`src/rtl/osl_pkg.sv`:
```
package osl_pkg;
  typedef struct packed {
    logic load;
    logic shift;
  } txStrobeT;

  typedef struct packed {
    logic capture;
    logic advance;
    logic clear;
  } rxStrobeT;
endpackage

```
`src/rtl/osl_tx_path.sv`:
```
module osl_tx_path import osl_pkg::*; #(
  parameter int WORD_W = 32,
  parameter int SYM_W  = 2
) (
  input  logic                     clk,
  input  logic                     rstN,
  input  txStrobeT                 strb,
  input  logic                     drive,
  input  logic [WORD_W-1:0]        inWord,
  output logic [(1 << SYM_W)-1:0]  wireOut,
  output logic                     lastSym
);
  localparam int WIRES = 1 << SYM_W;
  localparam int NSYM  = WORD_W / SYM_W;
  localparam int CNT_W = (NSYM > 1) ? $clog2(NSYM) : 1;

  logic [WORD_W-1:0] shiftReg;
  logic [CNT_W-1:0]  symCnt;

  always_ff @(posedge clk) begin
    if (!rstN) begin
      shiftReg <= '0;
      symCnt   <= '0;
    end else if (strb.load) begin
      shiftReg <= inWord;
      symCnt   <= '0;
    end else if (strb.shift) begin
      shiftReg <= shiftReg >> SYM_W;
      symCnt   <= symCnt + 1'b1;
    end
  end

  assign lastSym = (symCnt == CNT_W'(NSYM - 1));

  for (genvar g = 0; g < WIRES; g++) begin : g_rail
    assign wireOut[g] = drive && (shiftReg[SYM_W-1:0] == SYM_W'(g));
  end
endmodule

```
`src/rtl/osl_tx_ctrl.sv`:
```
module osl_tx_ctrl import osl_pkg::*; (
  input  logic     clk,
  input  logic     rstN,
  input  logic     inValid,
  input  logic     ackIn,
  input  logic     lastSym,
  output logic     inReady,
  output logic     drive,
  output txStrobeT strb
);
  typedef enum logic [1:0] {TX_IDLE, TX_DRIVE, TX_RELEASE} txStateT;
  txStateT state, nextState;

  always_ff @(posedge clk) begin
    if (!rstN) state <= TX_IDLE;
    else       state <= nextState;
  end

  always_comb begin
    nextState = state;
    strb      = '0;
    unique case (state)
      TX_IDLE: if (inValid) begin
        strb.load = 1'b1;
        nextState = TX_DRIVE;
      end
      TX_DRIVE: if (ackIn) nextState = TX_RELEASE;
      TX_RELEASE: if (!ackIn) begin
        if (lastSym) nextState = TX_IDLE;
        else begin
          strb.shift = 1'b1;
          nextState  = TX_DRIVE;
        end
      end
      default: nextState = TX_IDLE;
    endcase
  end

  assign inReady = (state == TX_IDLE);
  assign drive   = (state == TX_DRIVE);
endmodule

```
`src/rtl/osl_rx_path.sv`:
```
module osl_rx_path import osl_pkg::*; #(
  parameter int WORD_W = 32,
  parameter int SYM_W  = 2
) (
  input  logic                     clk,
  input  logic                     rstN,
  input  rxStrobeT                 strb,
  input  logic [(1 << SYM_W)-1:0]  wireIn,
  output logic [WORD_W-1:0]        outWord,
  output logic                     symOk,
  output logic                     spacer,
  output logic                     lastSym,
  output logic                     protoErr
);
  localparam int WIRES = 1 << SYM_W;
  localparam int NSYM  = WORD_W / SYM_W;
  localparam int CNT_W = (NSYM > 1) ? $clog2(NSYM) : 1;

  logic [WORD_W-1:0] shiftReg;
  logic [CNT_W-1:0]  symCnt;
  logic [SYM_W-1:0]  symVal;
  logic              symBad;

  always_comb begin
    symVal = '0;
    for (int i = 0; i < WIRES; i++) begin
      if (wireIn[i]) symVal = symVal | SYM_W'(i);
    end
  end

  assign symOk  = ($countones(wireIn) == 1);
  assign symBad = ($countones(wireIn) > 1);
  assign spacer = (wireIn == '0);

  always_ff @(posedge clk) begin
    if (!rstN) begin
      shiftReg <= '0;
      symCnt   <= '0;
      protoErr <= 1'b0;
    end else begin
      protoErr <= symBad;
      if (strb.capture) shiftReg <= {symVal, shiftReg[WORD_W-1:SYM_W]};
      if (strb.clear)        symCnt <= '0;
      else if (strb.advance) symCnt <= symCnt + 1'b1;
    end
  end

  assign lastSym = (symCnt == CNT_W'(NSYM - 1));
  assign outWord = shiftReg;
endmodule

```
`src/rtl/osl_rx_ctrl.sv`:
```
module osl_rx_ctrl import osl_pkg::*; (
  input  logic     clk,
  input  logic     rstN,
  input  logic     symOk,
  input  logic     spacer,
  input  logic     lastSym,
  input  logic     outReady,
  output logic     ackOut,
  output logic     outValid,
  output rxStrobeT strb
);
  typedef enum logic [1:0] {RX_WAIT, RX_ACK, RX_FULL} rxStateT;
  rxStateT state, nextState;

  always_ff @(posedge clk) begin
    if (!rstN) state <= RX_WAIT;
    else       state <= nextState;
  end

  always_comb begin
    nextState = state;
    strb      = '0;
    unique case (state)
      RX_WAIT: if (symOk) begin
        strb.capture = 1'b1;
        nextState    = RX_ACK;
      end
      RX_ACK: if (spacer) begin
        if (lastSym) begin
          strb.clear = 1'b1;
          nextState  = RX_FULL;
        end else begin
          strb.advance = 1'b1;
          nextState    = RX_WAIT;
        end
      end
      RX_FULL: if (outReady) nextState = RX_WAIT;
      default: nextState = RX_WAIT;
    endcase
  end

  assign ackOut   = (state == RX_ACK);
  assign outValid = (state == RX_FULL);
endmodule

```
`src/rtl/onehot_serial_link.sv`:
```
module onehot_serial_link import osl_pkg::*; #(
  parameter int WORD_W = 32,
  parameter int SYM_W  = 2
) (
  input  logic                     clk,
  input  logic                     rstN,
  input  logic [WORD_W-1:0]        inWord,
  input  logic                     inValid,
  output logic                     inReady,
  output logic [(1 << SYM_W)-1:0]  wireOut,
  input  logic                     ackIn,
  input  logic [(1 << SYM_W)-1:0]  wireIn,
  output logic                     ackOut,
  output logic [WORD_W-1:0]        outWord,
  output logic                     outValid,
  input  logic                     outReady,
  output logic                     protoErr
);
  txStrobeT txStrb;
  rxStrobeT rxStrb;
  logic txDrive, txLast, rxOk, rxSpacer, rxLast;

  osl_tx_ctrl i_txCtrl (
    .clk(clk), .rstN(rstN), .inValid(inValid), .ackIn(ackIn),
    .lastSym(txLast), .inReady(inReady), .drive(txDrive), .strb(txStrb)
  );

  osl_tx_path #(.WORD_W(WORD_W), .SYM_W(SYM_W)) i_txPath (
    .clk(clk), .rstN(rstN), .strb(txStrb), .drive(txDrive),
    .inWord(inWord), .wireOut(wireOut), .lastSym(txLast)
  );

  osl_rx_ctrl i_rxCtrl (
    .clk(clk), .rstN(rstN), .symOk(rxOk), .spacer(rxSpacer),
    .lastSym(rxLast), .outReady(outReady), .ackOut(ackOut),
    .outValid(outValid), .strb(rxStrb)
  );

  osl_rx_path #(.WORD_W(WORD_W), .SYM_W(SYM_W)) i_rxPath (
    .clk(clk), .rstN(rstN), .strb(rxStrb), .wireIn(wireIn),
    .outWord(outWord), .symOk(rxOk), .spacer(rxSpacer),
    .lastSym(rxLast), .protoErr(protoErr)
  );
endmodule

```
`config.mk`:
```
export PLATFORM = sky130hd
export DESIGN_NAME = onehot_serial_link
export DESIGN_NICKNAME = d
export VERILOG_FILES = /design/src/rtl/osl_pkg.sv /design/src/rtl/osl_tx_path.sv /design/src/rtl/osl_tx_ctrl.sv /design/src/rtl/osl_rx_path.sv /design/src/rtl/osl_rx_ctrl.sv /design/src/rtl/onehot_serial_link.sv
export SDC_FILE = /design/constraint.sdc
export NUM_CORES = 1
export LEC_CHECK = 0
export ABC_AREA = 1
export CAP_MARGIN = 25
export CELL_PAD_IN_SITES_DETAIL_PLACEMENT = 0
export CELL_PAD_IN_SITES_GLOBAL_PLACEMENT = 2
export CORE_MARGIN = 2
export CORE_UTILIZATION = 28
export CTS_CLUSTER_SIZE = 24
export DETAILED_ROUTE_END_ITERATION = 6
export DONT_BUFFER_PORTS = 1
export GPL_ROUTABILITY_DRIVEN = 0
export PLACE_DENSITY_LB_ADDON = 0.1
export SLEW_MARGIN = 20
export SYNTH_ARGS = -nofsm -noshare
export SYNTH_HDL_FRONTEND = slang
export SYNTH_SLANG_ARGS = --single-unit
```
`constraint.sdc`:
```
create_clock -name clk -period 2.1 [get_ports clk]
set_input_delay 0.105 -clock clk [delete_from_list [all_inputs] [get_ports clk]]
set_output_delay 0.105 -clock clk [all_outputs]
set_load 0.005 [all_outputs]
```
# --- After elaboration in Yosys (flattened, before gate mapping) ---
# Cells that the tools add are included.
classes:
  mux: 26
  bitwise: 1
  n_reduce_logical: 13
  addsub: 5
  eq_ne: 16
  order_cmp: 1
ops:
  columns: ["operator", "n"]
  rows:
  - ["$mux 32", 2]
  - ["$add 32x32->32", 1]
  - ["$eq 32x2->1 const B", 1]
  - ["$gt 32x2->1 const B", 1]
  - ["$mux 2", 11]
  - ["$pmux 2 s3", 2]
  - ["$mux 1", 11]
  - ["$add 4x1->4 const B", 2]
  - ["$eq 2x2->1 const B", 4]
  - ["$eq 4x4->1 const B", 2]
  - ["$eq 2x1->1 const B", 3]
  - ["$logic_not 2->1", 3]
  - ["$ne 2x1->1 const B", 3]
  - ["$ne 2x2->1 const B", 3]
  - ["$reduce_and 3->1", 2]
  - ["$add 1x1->2", 2]
  - ["$logic_and 1x1->1", 4]
  - ["$logic_not 4->1", 1]
  - ["$reduce_or 2->1", 2]
  - ["$reduce_bool 2->1", 1]
  - ["$not 1->1", 1]
word_totals:
  input_bits: 41
  register_bits: 77

# --- Depth between registers and ports, before layout ---
# Gate-level depths: netlist of run 1.
logic_depth:
  ltp_word: 6
  depth_mapped: 11
  mapped_depth_nobuf: 9

# --- Cells and area by module ---
# A second synthesis of run 1 with hierarchy kept.
hier_totals:
  hier_cells: 511
  area_unflattened_um2: 3497.1
modules_own_cells:
  columns: ["module", "cells_each", "area_per_inst_um2", "instances", "seq_area_each_um2"]
  rows:
  - ["osl_tx_path", 295, 1840.5, 1, 720.7]
  - ["osl_rx_path", 177, 1406.3, 1, 740.7]
  - ["osl_rx_ctrl", 22, 136.4, 1, 40.0]
  - ["osl_tx_ctrl", 17, 113.9, 1, 40.0]

# --- Least setup slack after synthesis of run 1 ---
# No wires, ideal clock.
synth_timing:
  path_type: "input to register"
  start: "in wireIn[0]"
  end: "reg i_rxPath.shiftReg[11] (netlist: i_rxPath.outWord[11])"
  t_arrival_ps: 1709
  path_buffers: 2
  cell_stages: 10
  required_ps: 1987
  setup_ps: 113
  path_slack_ps: 278
  cell_sequence: "inv_1 ha_1 ha_1 fa_1 nor2_1 nand4_1 buf_2 buf_2 nor2_1 nor2_1"
synth_between:
  elab_chain_cells: 5
synth_rtl:
  columns: ["element", "line", "text"]
  rows:
  - ["from (decl)", "onehot_serial_link.sv:12", "input logic [(1 << SYM_W)-1:0] wireIn,"]
  - ["$add 1x1->2 (implied by the code)", "osl_rx_path.sv:31", "assign symOk = ($countones(wireIn) == 1);"]
  - ["$add 32x32->32 (implied by the code)", "osl_rx_path.sv:31", null]
  - ["$eq 32x2->1", "osl_rx_path.sv:31", null]
  - ["$mux 1", "osl_rx_ctrl.sv:24", "RX_WAIT: if (symOk) begin"]
  - ["$mux 1", "osl_rx_ctrl.sv:23", "unique case (state)"]
  - ["to (signal assigned)", "osl_rx_path.sv:42", "if (strb.capture) shiftReg <= {symVal, shiftReg[WORD_W-1:SYM_W]};"]
  - ["to (decl)", "osl_rx_path.sv:19", "logic [WORD_W-1:0] shiftReg;"]
# No other way between the ends.
# A chain may end at the register's enable or synchronous reset.

# --- Final worst setup path of run 1 ---
layout_timing:
  start: "in wireIn[0]"
  end: "reg i_rxPath.shiftReg[30] (netlist: i_rxPath.outWord[30])"
# Same word-level chain as after synthesis.

==> impl_metrics.prom, run 1 <==
# TYPE chip_impl_metric gauge
chip_impl_metric{name="simple_gate_portion_of_the_synthesized_area",unit=""} 0.377
chip_impl_metric{name="muxShareOfSynthArea",unit=""} 0
chip_impl_metric{name="clock_path_buffers",unit=""} 2
chip_impl_info{name="synth_area_leader_cell",value="sky130_fd_sc_hd__dfxtp_1"} 1
chip_impl_metric{name="chipHeight",unit="um"} 118
chip_impl_metric{name="whs",unit="ps"} 31.1
chip_impl_info{name="critPathKind",value="in2reg"} 1
chip_impl_metric{name="clkSinkCount",unit=""} 77
chip_impl_metric{name="numPortBuffers",unit=""} 0
chip_impl_metric{name="grt_util_all_layers",unit=""} 0.132
chip_impl_metric{name="synth.top_cell.area_share",unit=""} 0.422
chip_impl_metric{name="synth-compound-area-share",unit=""} 0.0600
chip_impl_metric{name="drt_pass1_iterations",unit=""} 4
chip_impl_metric{name="count_of_synthesis_stage_warnings_from_yosys",unit=""} 0
chip_impl_metric{name="final.period_utilization",unit=""} 0.908
chip_impl_metric{name="io_pins",unit=""} 81
chip_impl_info{name="critical_path.slowest_cell",value="sky130_fd_sc_hd__dlygate4sd3_1"} 1
chip_impl_metric{name="globalRouteOverflowTotal",unit=""} 0
chip_impl_metric{name="synth_adder_area_share",unit=""} 0.0295
chip_impl_info{name="grt_setup_unrepaired",value="false"} 1
chip_impl_metric{name="synthXorXnorAreaFrac",unit=""} 0.00480
chip_impl_metric{name="timing.final.hold_violations",unit=""} 0
chip_impl_metric{name="post_route_cells_drive_above_1_share",unit=""} 0.0583
chip_impl_metric{name="finalMaxSlewViolations",unit=""} 0
chip_impl_metric{name="static-leakage-power",unit="nW"} 1.93
chip_impl_metric{name="final.min_clock_period",unit="ps"} 1910
chip_impl_metric{name="worst-r2r-setup-slack",unit="ps"} 390
chip_impl_metric{name="finalSetupViolations",unit=""} 0
chip_impl_metric{name="floorplan.core_area",unit="um^2"} 12700
chip_impl_metric{name="design.die.area",unit="um^2"} 14000
chip_impl_metric{name="largest_net_degree_at_the_start_of_global_routing",unit=""} 61
chip_impl_info{name="yosys-top-cells-area",value="sky130_fd_sc_hd__dfxtp_1 42%, sky130_fd_sc_hd__nand2_1 18%, sky130_fd_sc_hd__nand3_1 9.6%, sky130_fd_sc_hd__nor2_1 7.3%, sky130_fd_sc_hd__a21oi_1 5.6%"} 1
chip_impl_metric{name="synth_area",unit="um^2"} 3650
chip_impl_metric{name="die-width",unit="um"} 118
chip_impl_metric{name="wl",unit="um"} 9030
chip_impl_metric{name="detailedPlacementHpwl",unit="um"} 5970
chip_impl_metric{name="postSynthAreaPerCell",unit="um^2"} 6.63
chip_impl_metric{name="num_antenna_cells",unit=""} 0
chip_impl_metric{name="synth_cell_types",unit=""} 22
chip_impl_metric{name="proportion_of_synthesized_chip_area_in_sequential_cells",unit=""} 0.422
chip_impl_metric{name="clock_skew",unit="ps"} 6.35
chip_impl_metric{name="post_synth_inst_count",unit=""} 551
chip_impl_metric{name="synthesis.nets",unit=""} 600
chip_impl_metric{name="nets",unit=""} 593
chip_impl_metric{name="initial_antenna_violation_count",unit=""} 0
chip_impl_metric{name="final.setup.tns",unit="ps"} 0
chip_impl_metric{name="max-cap-violations",unit=""} 0
chip_impl_info{name="ordered_list_of_cells_on_the_worst_path",value="inv_1 -> ha_1 -> ha_1 -> fa_1 -> nor2_1 -> nand4_1 -> nor3_1 -> dlygate4sd3_1 -> nor2_1"} 1
chip_impl_metric{name="detail_route.wl_per_cell",unit="um"} 12.5
chip_impl_info{name="cts_root_buffer",value="sky130_fd_sc_hd__clkbuf_16"} 1
chip_impl_metric{name="row_count",unit=""} 41
chip_impl_info{name="critPathLaunchType",value="primary input"} 1
chip_impl_metric{name="path_max_fanout",unit=""} 3
chip_impl_metric{name="start_util",unit=""} 0.288
chip_impl_metric{name="grt_pass1_wl",unit="um"} 14600
chip_impl_info{name="critical_path.endpoint_type",value="register"} 1
chip_impl_metric{name="data_arrival_critical_path",unit="ps"} 2150
chip_impl_metric{name="initialDrtViolationCount",unit=""} 84
chip_impl_metric{name="postSynthRegisterBits",unit=""} 77
chip_impl_metric{name="cp.required",unit="ps"} 2340
chip_impl_metric{name="clock_tree.htree_level_count",unit=""} 3
chip_impl_metric{name="routed_vias_inst",unit=""} 4.42
chip_impl_metric{name="via_count",unit=""} 3188
chip_impl_metric{name="relSlewSlack",unit=""} 0.654
chip_impl_info{name="timing.hold.worst.class",value="in2reg"} 1
chip_impl_metric{name="max_slew.worst_pin.slew",unit="ps"} 518
chip_impl_metric{name="power_per_cell_area",unit="nW/um^2"} 992
chip_impl_metric{name="cts.repair.resized",unit=""} 0
chip_impl_metric{name="area_growth_syn_to_layout",unit="%"} 14.0
chip_impl_metric{name="ir_worst_vdd",unit="mV"} 0.281
chip_impl_metric{name="antenna_left",unit=""} 0
chip_impl_metric{name="tritoncts.num_buffers",unit=""} 9
chip_impl_metric{name="drc_errors_left",unit=""} 0
chip_impl_info{name="status",value="completed"} 1
chip_impl_metric{name="clock_latency",unit="ps"} 340
chip_impl_metric{name="grt_pass1_vias",unit=""} 2902
chip_impl_info{name="tritoncts",value="yes"} 1
chip_impl_metric{name="cp_slowest_stage_delay",unit="ps"} 560
chip_impl_metric{name="max_clock_freq",unit="MHz"} 524
chip_impl_metric{name="number_of_inserted_filler_cells_in_the_final_layout",unit=""} 1423
chip_impl_info{name="synth_top_family_by_area",value="simple AND/OR/NAND/NOR gates"} 1
chip_impl_metric{name="clkTransAtPathRegs",unit="ps"} 60
-- cell families after synthesis --
| kind of cell | Yosys count |
|---|---|
| AOI/OAI and AO/OA | 43 |
| xor gates and xnor gates | 2 |
| adders and majority gates | 8 |
| buffers and inverters | 88 |
| DFF | 77 |
| and+or+nand+nor | 333 |
-- critical path: cells and delay by family --
kind / cells / cell delay [ps]
fa+ha+maj: 3 / 920
buf+inv: 2 / 580
simple gates: 4 / 540
-- cell usage after synthesis --
cell type / number
sky130_fd_sc_hd__nand2_1: 179
sky130_fd_sc_hd__clkbuf_1: 8
sky130_fd_sc_hd__nand3_4: 1
sky130_fd_sc_hd__ha_1: 7
sky130_fd_sc_hd__buf_4: 5
sky130_fd_sc_hd__buf_2: 15
sky130_fd_sc_hd__buf_1: 3
sky130_fd_sc_hd__nor3_1: 5
sky130_fd_sc_hd__dfxtp_1: 77
sky130_fd_sc_hd__buf_6: 3
sky130_fd_sc_hd__xor2_1: 2
sky130_fd_sc_hd__nor2_2: 2
sky130_fd_sc_hd__nand3_1: 70
sky130_fd_sc_hd__a211oi_1: 1
sky130_fd_sc_hd__inv_2: 1
sky130_fd_sc_hd__nand4_1: 3
sky130_fd_sc_hd__inv_1: 53
sky130_fd_sc_hd__fa_1: 1
sky130_fd_sc_hd__a21oi_1: 41
sky130_fd_sc_hd__nor2_1: 71
sky130_fd_sc_hd__a31oi_1: 1
sky130_fd_sc_hd__nand2_2: 2
-- through the flow --
step / area [um^2] / utilization / instances / power (mW) / setup WS, ps
global route: 4160 / 0.329 / 721 / 4.40 / 70.1
global placement: 3750 / 0.296 / 697 / 2.43 / 195
CTS: 4150 / 0.327 / 719 / 4.21 / 136
detailed placement: 3750 / 0.296 / 697 / 2.44 / 110
finish: 4160 / 0.329 / 721 / 4.13 / 192
floorplan: 3650 / - / 551 / 2.31 / 278
-- sequential cells by signal, summed over array words and instances (netlist names) --
signal / count
i_rxCtrl.state: 2
i_rxPath.outWord: 32
i_rxPath.protoErr: 1
i_rxPath.symCnt: 4
i_txCtrl.state: 2
i_txPath.shiftReg: 32
i_txPath.symCnt: 4
-- power by group --
| part | total (mW) | internal (mW) | leakage (nW) | switching (mW) |
|---|---|---|---|---|
| Clock | 1.70 | 1.10 | 0.163 | 0.603 |
| Sequential | 1.77 | 1.62 | 0.629 | 0.148 |
| Combinational | 0.653 | 0.240 | 1.14 | 0.413 |
| Total | 4.13 | 2.96 | 1.93 | 1.16 |
-- final cells by class --
| type | count | area, um^2 | share of cell area |
|---|---|---|---|
| timing repair buffer | 16 | 158 | 0.0379 |
| tap | 172 | 215 | 0.0517 |
| clock buffer | 12 | 256 | 0.0616 |
| sequential | 77 | 1540 | 0.370 |
| multi-input combinational | 386 | 1720 | 0.413 |
| inverter | 54 | 203 | 0.0487 |
| clock inverter | 4 | 70.1 | 0.0168 |
-- final timing paths --
kind	start	to	cells after the start
hold / removal	inWord[4]	i_txPath.shiftReg[4]	4
setup / recovery	wireIn[0]	i_rxPath.outWord[30]	9
hold reg to reg	i_txPath.shiftReg[13]	i_txPath.shiftReg[13]	2
setup reg to reg	i_txPath.symCnt[0]	i_txPath.shiftReg[1]	7
-- metal layers --
metal / GRT usage / share of wire / up-vias
met5: 0 / 0 / -
met4: 0.0610 / 0.018 / 0
met3: 0.0569 / 0.075 / 11
met2: 0.218 / 0.47 / 73
met1: 0.146 / 0.44 / 1407
li1: - / - / 1697
-- placed cells by master (no fill, tap or decap), types with 3 or more instances in the layout --
cell                            Yosys  routed
sky130_fd_sc_hd__nand2_1          179     179
sky130_fd_sc_hd__dfxtp_1           77      77
sky130_fd_sc_hd__nor2_1            71      71
sky130_fd_sc_hd__nand3_1           70      70
sky130_fd_sc_hd__inv_1             53      53
sky130_fd_sc_hd__a21oi_1           41      41
sky130_fd_sc_hd__clkbuf_16          0       9
sky130_fd_sc_hd__buf_4              5       9
sky130_fd_sc_hd__ha_1               7       7
sky130_fd_sc_hd__nor3_1             5       5
sky130_fd_sc_hd__dlygate4sd3_1      0       5
sky130_fd_sc_hd__nand4_1            3       3
-- timing repair --
| action | CTS | global route |
|---|---|---|
| buffers inserted | 0 | 2 |
| endpoints found under the hold margin | 39 | 0 |
| setup endpoints to repair | 0 | 1 |
| hold buffers | 6 | 0 |
(Power assumes the default switching activity.)
==> run 2: changes to the inputs <==
- CORE_UTILIZATION: 28 -> 33
==> impl_metrics.prom, run 2 (synthesized netlist as in run 1, its figures left out) <==
# TYPE chip_impl_metric gauge
chip_impl_info{name="status",value="completed"} 1
chip_impl_metric{name="initial_antenna_violation_count",unit=""} 0
chip_impl_metric{name="chipHeight",unit="um"} 109
chip_impl_metric{name="timing.final.hold_violations",unit=""} 0
chip_impl_metric{name="multiInputGateArea",unit="um^2"} 1720
chip_impl_metric{name="detailedPlacementHpwl",unit="um"} 5480
chip_impl_info{name="cp_top_family",value="buffers and inverters"} 1
chip_impl_metric{name="via_count",unit=""} 3233
chip_impl_metric{name="max_clock_freq",unit="MHz"} 556
chip_impl_metric{name="whs",unit="ps"} 16.4
chip_impl_metric{name="numPortBuffers",unit=""} 0
chip_impl_metric{name="grt_pass1_vias",unit=""} 3045
chip_impl_metric{name="cts.repair.resized",unit=""} 0
chip_impl_metric{name="clock_path_buffers",unit=""} 2
chip_impl_metric{name="worst-r2r-cell-count",unit=""} 7
chip_impl_metric{name="row_count",unit=""} 38
chip_impl_metric{name="static-leakage-power",unit="nW"} 1.92
chip_impl_info{name="worst_r2r_endpoint",value="i_txPath.shiftReg[5]"} 1
chip_impl_info{name="critPathLaunchType",value="register"} 1
chip_impl_metric{name="post_cts_buffers",unit=""} 0
chip_impl_metric{name="finalMaxSlewViolations",unit=""} 0
chip_impl_metric{name="area_growth_syn_to_layout",unit="%"} 12.7
chip_impl_info{name="tritoncts",value="yes"} 1
chip_impl_info{name="timing.hold.worst.class",value="in2reg"} 1
chip_impl_metric{name="path_max_fanout",unit=""} 31
chip_impl_metric{name="wl",unit="um"} 8710
chip_impl_info{name="critical_path.slowest_cell",value="sky130_fd_sc_hd__dlygate4sd3_1"} 1
chip_impl_metric{name="number_of_inserted_filler_cells_in_the_final_layout",unit=""} 1172
chip_impl_metric{name="clock_skew",unit="ps"} 8.93
chip_impl_metric{name="globalRouteOverflowTotal",unit=""} 0
chip_impl_metric{name="detail_route.wl_per_cell",unit="um"} 12.4
chip_impl_metric{name="final.min_clock_period",unit="ps"} 1800
chip_impl_metric{name="cp_slowest_stage_delay",unit="ps"} 580
chip_impl_metric{name="max-cap-violations",unit=""} 0
chip_impl_metric{name="final.period_utilization",unit=""} 0.856
chip_impl_metric{name="clock_tree.htree_level_count",unit=""} 3
chip_impl_info{name="critical-path-top-cell-by-count",value="sky130_fd_sc_hd__nand2_1"} 1
chip_impl_metric{name="die-width",unit="um"} 109
chip_impl_info{name="critical_path.endpoint_type",value="register"} 1
chip_impl_metric{name="start_util",unit=""} 0.337
chip_impl_metric{name="nets",unit=""} 604
chip_impl_metric{name="floorplan.core_area",unit="um^2"} 10800
chip_impl_info{name="worstSetupStartpoint",value="i_txCtrl.state[0]"} 1
chip_impl_metric{name="finalSetupViolations",unit=""} 0
chip_impl_info{name="critPathKind",value="reg2reg"} 1
chip_impl_info{name="grt_setup_unrepaired",value="false"} 1
chip_impl_metric{name="cp_num_cells",unit=""} 7
chip_impl_metric{name="power_per_cell_area",unit="nW/um^2"} 864
chip_impl_metric{name="clock_latency",unit="ps"} 350
chip_impl_info{name="cts_root_buffer",value="sky130_fd_sc_hd__clkbuf_8"} 1
chip_impl_info{name="final_common_cell",value="sky130_fd_sc_hd__nand2_1"} 1
chip_impl_metric{name="preCtsSetupSlack",unit="ps"} 147
chip_impl_info{name="reg2reg_from",value="i_txCtrl.state[0]"} 1
chip_impl_metric{name="post_dp_cell_area",unit="um^2"} 3720
chip_impl_metric{name="finalInstanceArea",unit="um^2"} 4120
chip_impl_metric{name="area.sequential",unit="um^2"} 1540
chip_impl_metric{name="placed_instance_count",unit=""} 665
chip_impl_metric{name="largest_net_degree_at_the_start_of_global_routing",unit=""} 66
chip_impl_metric{name="antenna_left",unit=""} 0
chip_impl_metric{name="clkSinkCount",unit=""} 77
chip_impl_metric{name="final_core_util",unit=""} 0.380
chip_impl_metric{name="clkTransAtPathRegs",unit="ps"} 80
chip_impl_metric{name="layout.cells.non_filler",unit=""} 700
chip_impl_metric{name="drt_pass1_iterations",unit=""} 4
chip_impl_info{name="ordered_list_of_cells_on_the_worst_path",value="nor2_2 -> buf_4 -> nand3_1 -> dlygate4sd3_1 -> nand2_1 -> nand2_1 -> a21oi_1"} 1
chip_impl_metric{name="tritoncts.num_buffers",unit=""} 9
chip_impl_metric{name="layout_setup_ws",unit="ps"} 301
chip_impl_metric{name="final.setup.tns",unit="ps"} 0
chip_impl_metric{name="io_pins",unit=""} 81
chip_impl_metric{name="initialDrtViolationCount",unit=""} 186
chip_impl_metric{name="num_antenna_cells",unit=""} 0
chip_impl_metric{name="relSlewSlack",unit=""} 0.730
chip_impl_info{name="end_point_of_the_critical_path",value="i_txPath.shiftReg[5]"} 1
chip_impl_metric{name="cts_hold_buffers",unit=""} 19
chip_impl_metric{name="cp.required",unit="ps"} 2380
chip_impl_metric{name="max_slew.worst_pin.slew",unit="ps"} 404
chip_impl_metric{name="grt_util_all_layers",unit=""} 0.153
chip_impl_metric{name="design.die.area",unit="um^2"} 11900
chip_impl_metric{name="drc_errors_left",unit=""} 0
chip_impl_metric{name="ir_worst_vdd",unit="mV"} 0.352
chip_impl_metric{name="routed_vias_inst",unit=""} 4.62
chip_impl_metric{name="data_arrival_critical_path",unit="ps"} 2080
chip_impl_metric{name="post_route_cells_drive_above_1_share",unit=""} 0.0536
chip_impl_info{name="mostFrequentLayoutCells",value="179 x sky130_fd_sc_hd__nand2_1, 77 x sky130_fd_sc_hd__dfxtp_1, 71 x sky130_fd_sc_hd__nor2_1, 70 x sky130_fd_sc_hd__nand3_1, 53 x sky130_fd_sc_hd__inv_1"} 1
chip_impl_metric{name="critical_path.n_buffers_inverters",unit=""} 2
chip_impl_metric{name="grt_pass1_wl",unit="um"} 14200
chip_impl_metric{name="p_total",unit="mW"} 3.56
chip_impl_metric{name="worst-r2r-setup-slack",unit="ps"} 300
-- run 2: worst min path at each step --
stage	startpoint	to	slack, ps	cells past startpoint
global route	inWord[15]	i_txPath.shiftReg[15]	30	4
floorplan	wireIn[1]	i_rxPath.outWord[30]	230	2
CTS	inWord[1]	i_txPath.shiftReg[1]	0.5	4
global placement	rstN	i_rxPath.outWord[15]	240	2
detailed placement	rstN	i_rxPath.outWord[13]	240	2
finish	inWord[1]	i_txPath.shiftReg[1]	20	4
-- run 2: metal layers --
layer | vias to the layer above | global-route usage | routed length (um)
li1 | 1714 | - | -
met1 | 1448 | 0.173 | 3900
met2 | 59 | 0.256 | 4010
met3 | 12 | 0.0544 | 631
met4 | 0 | 0.0696 | 166
met5 | - | 0 | 0
-- run 2: worst min-delay path: stages --
cell and delay (ps):
sky130_fd_sc_hd__nand3_1 60, sky130_fd_sc_hd__nand2_1 50, sky130_fd_sc_hd__nand2_1 60, sky130_fd_sc_hd__a21oi_1 50
-- run 2: final cells by class --
class	instances	share of cell area
multi-input combinational	386	0.418
tap	140	0.0426
clock buffer	11	0.0344
sequential	77	0.375
clock inverter	5	0.0122
inverter	54	0.0493
timing repair buffer	27	0.0693
-- run 2: power by group --
part	switching (mW)	internal, mW
Clock	0.545	0.575
Sequential	0.146	1.62
Combinational	0.417	0.253
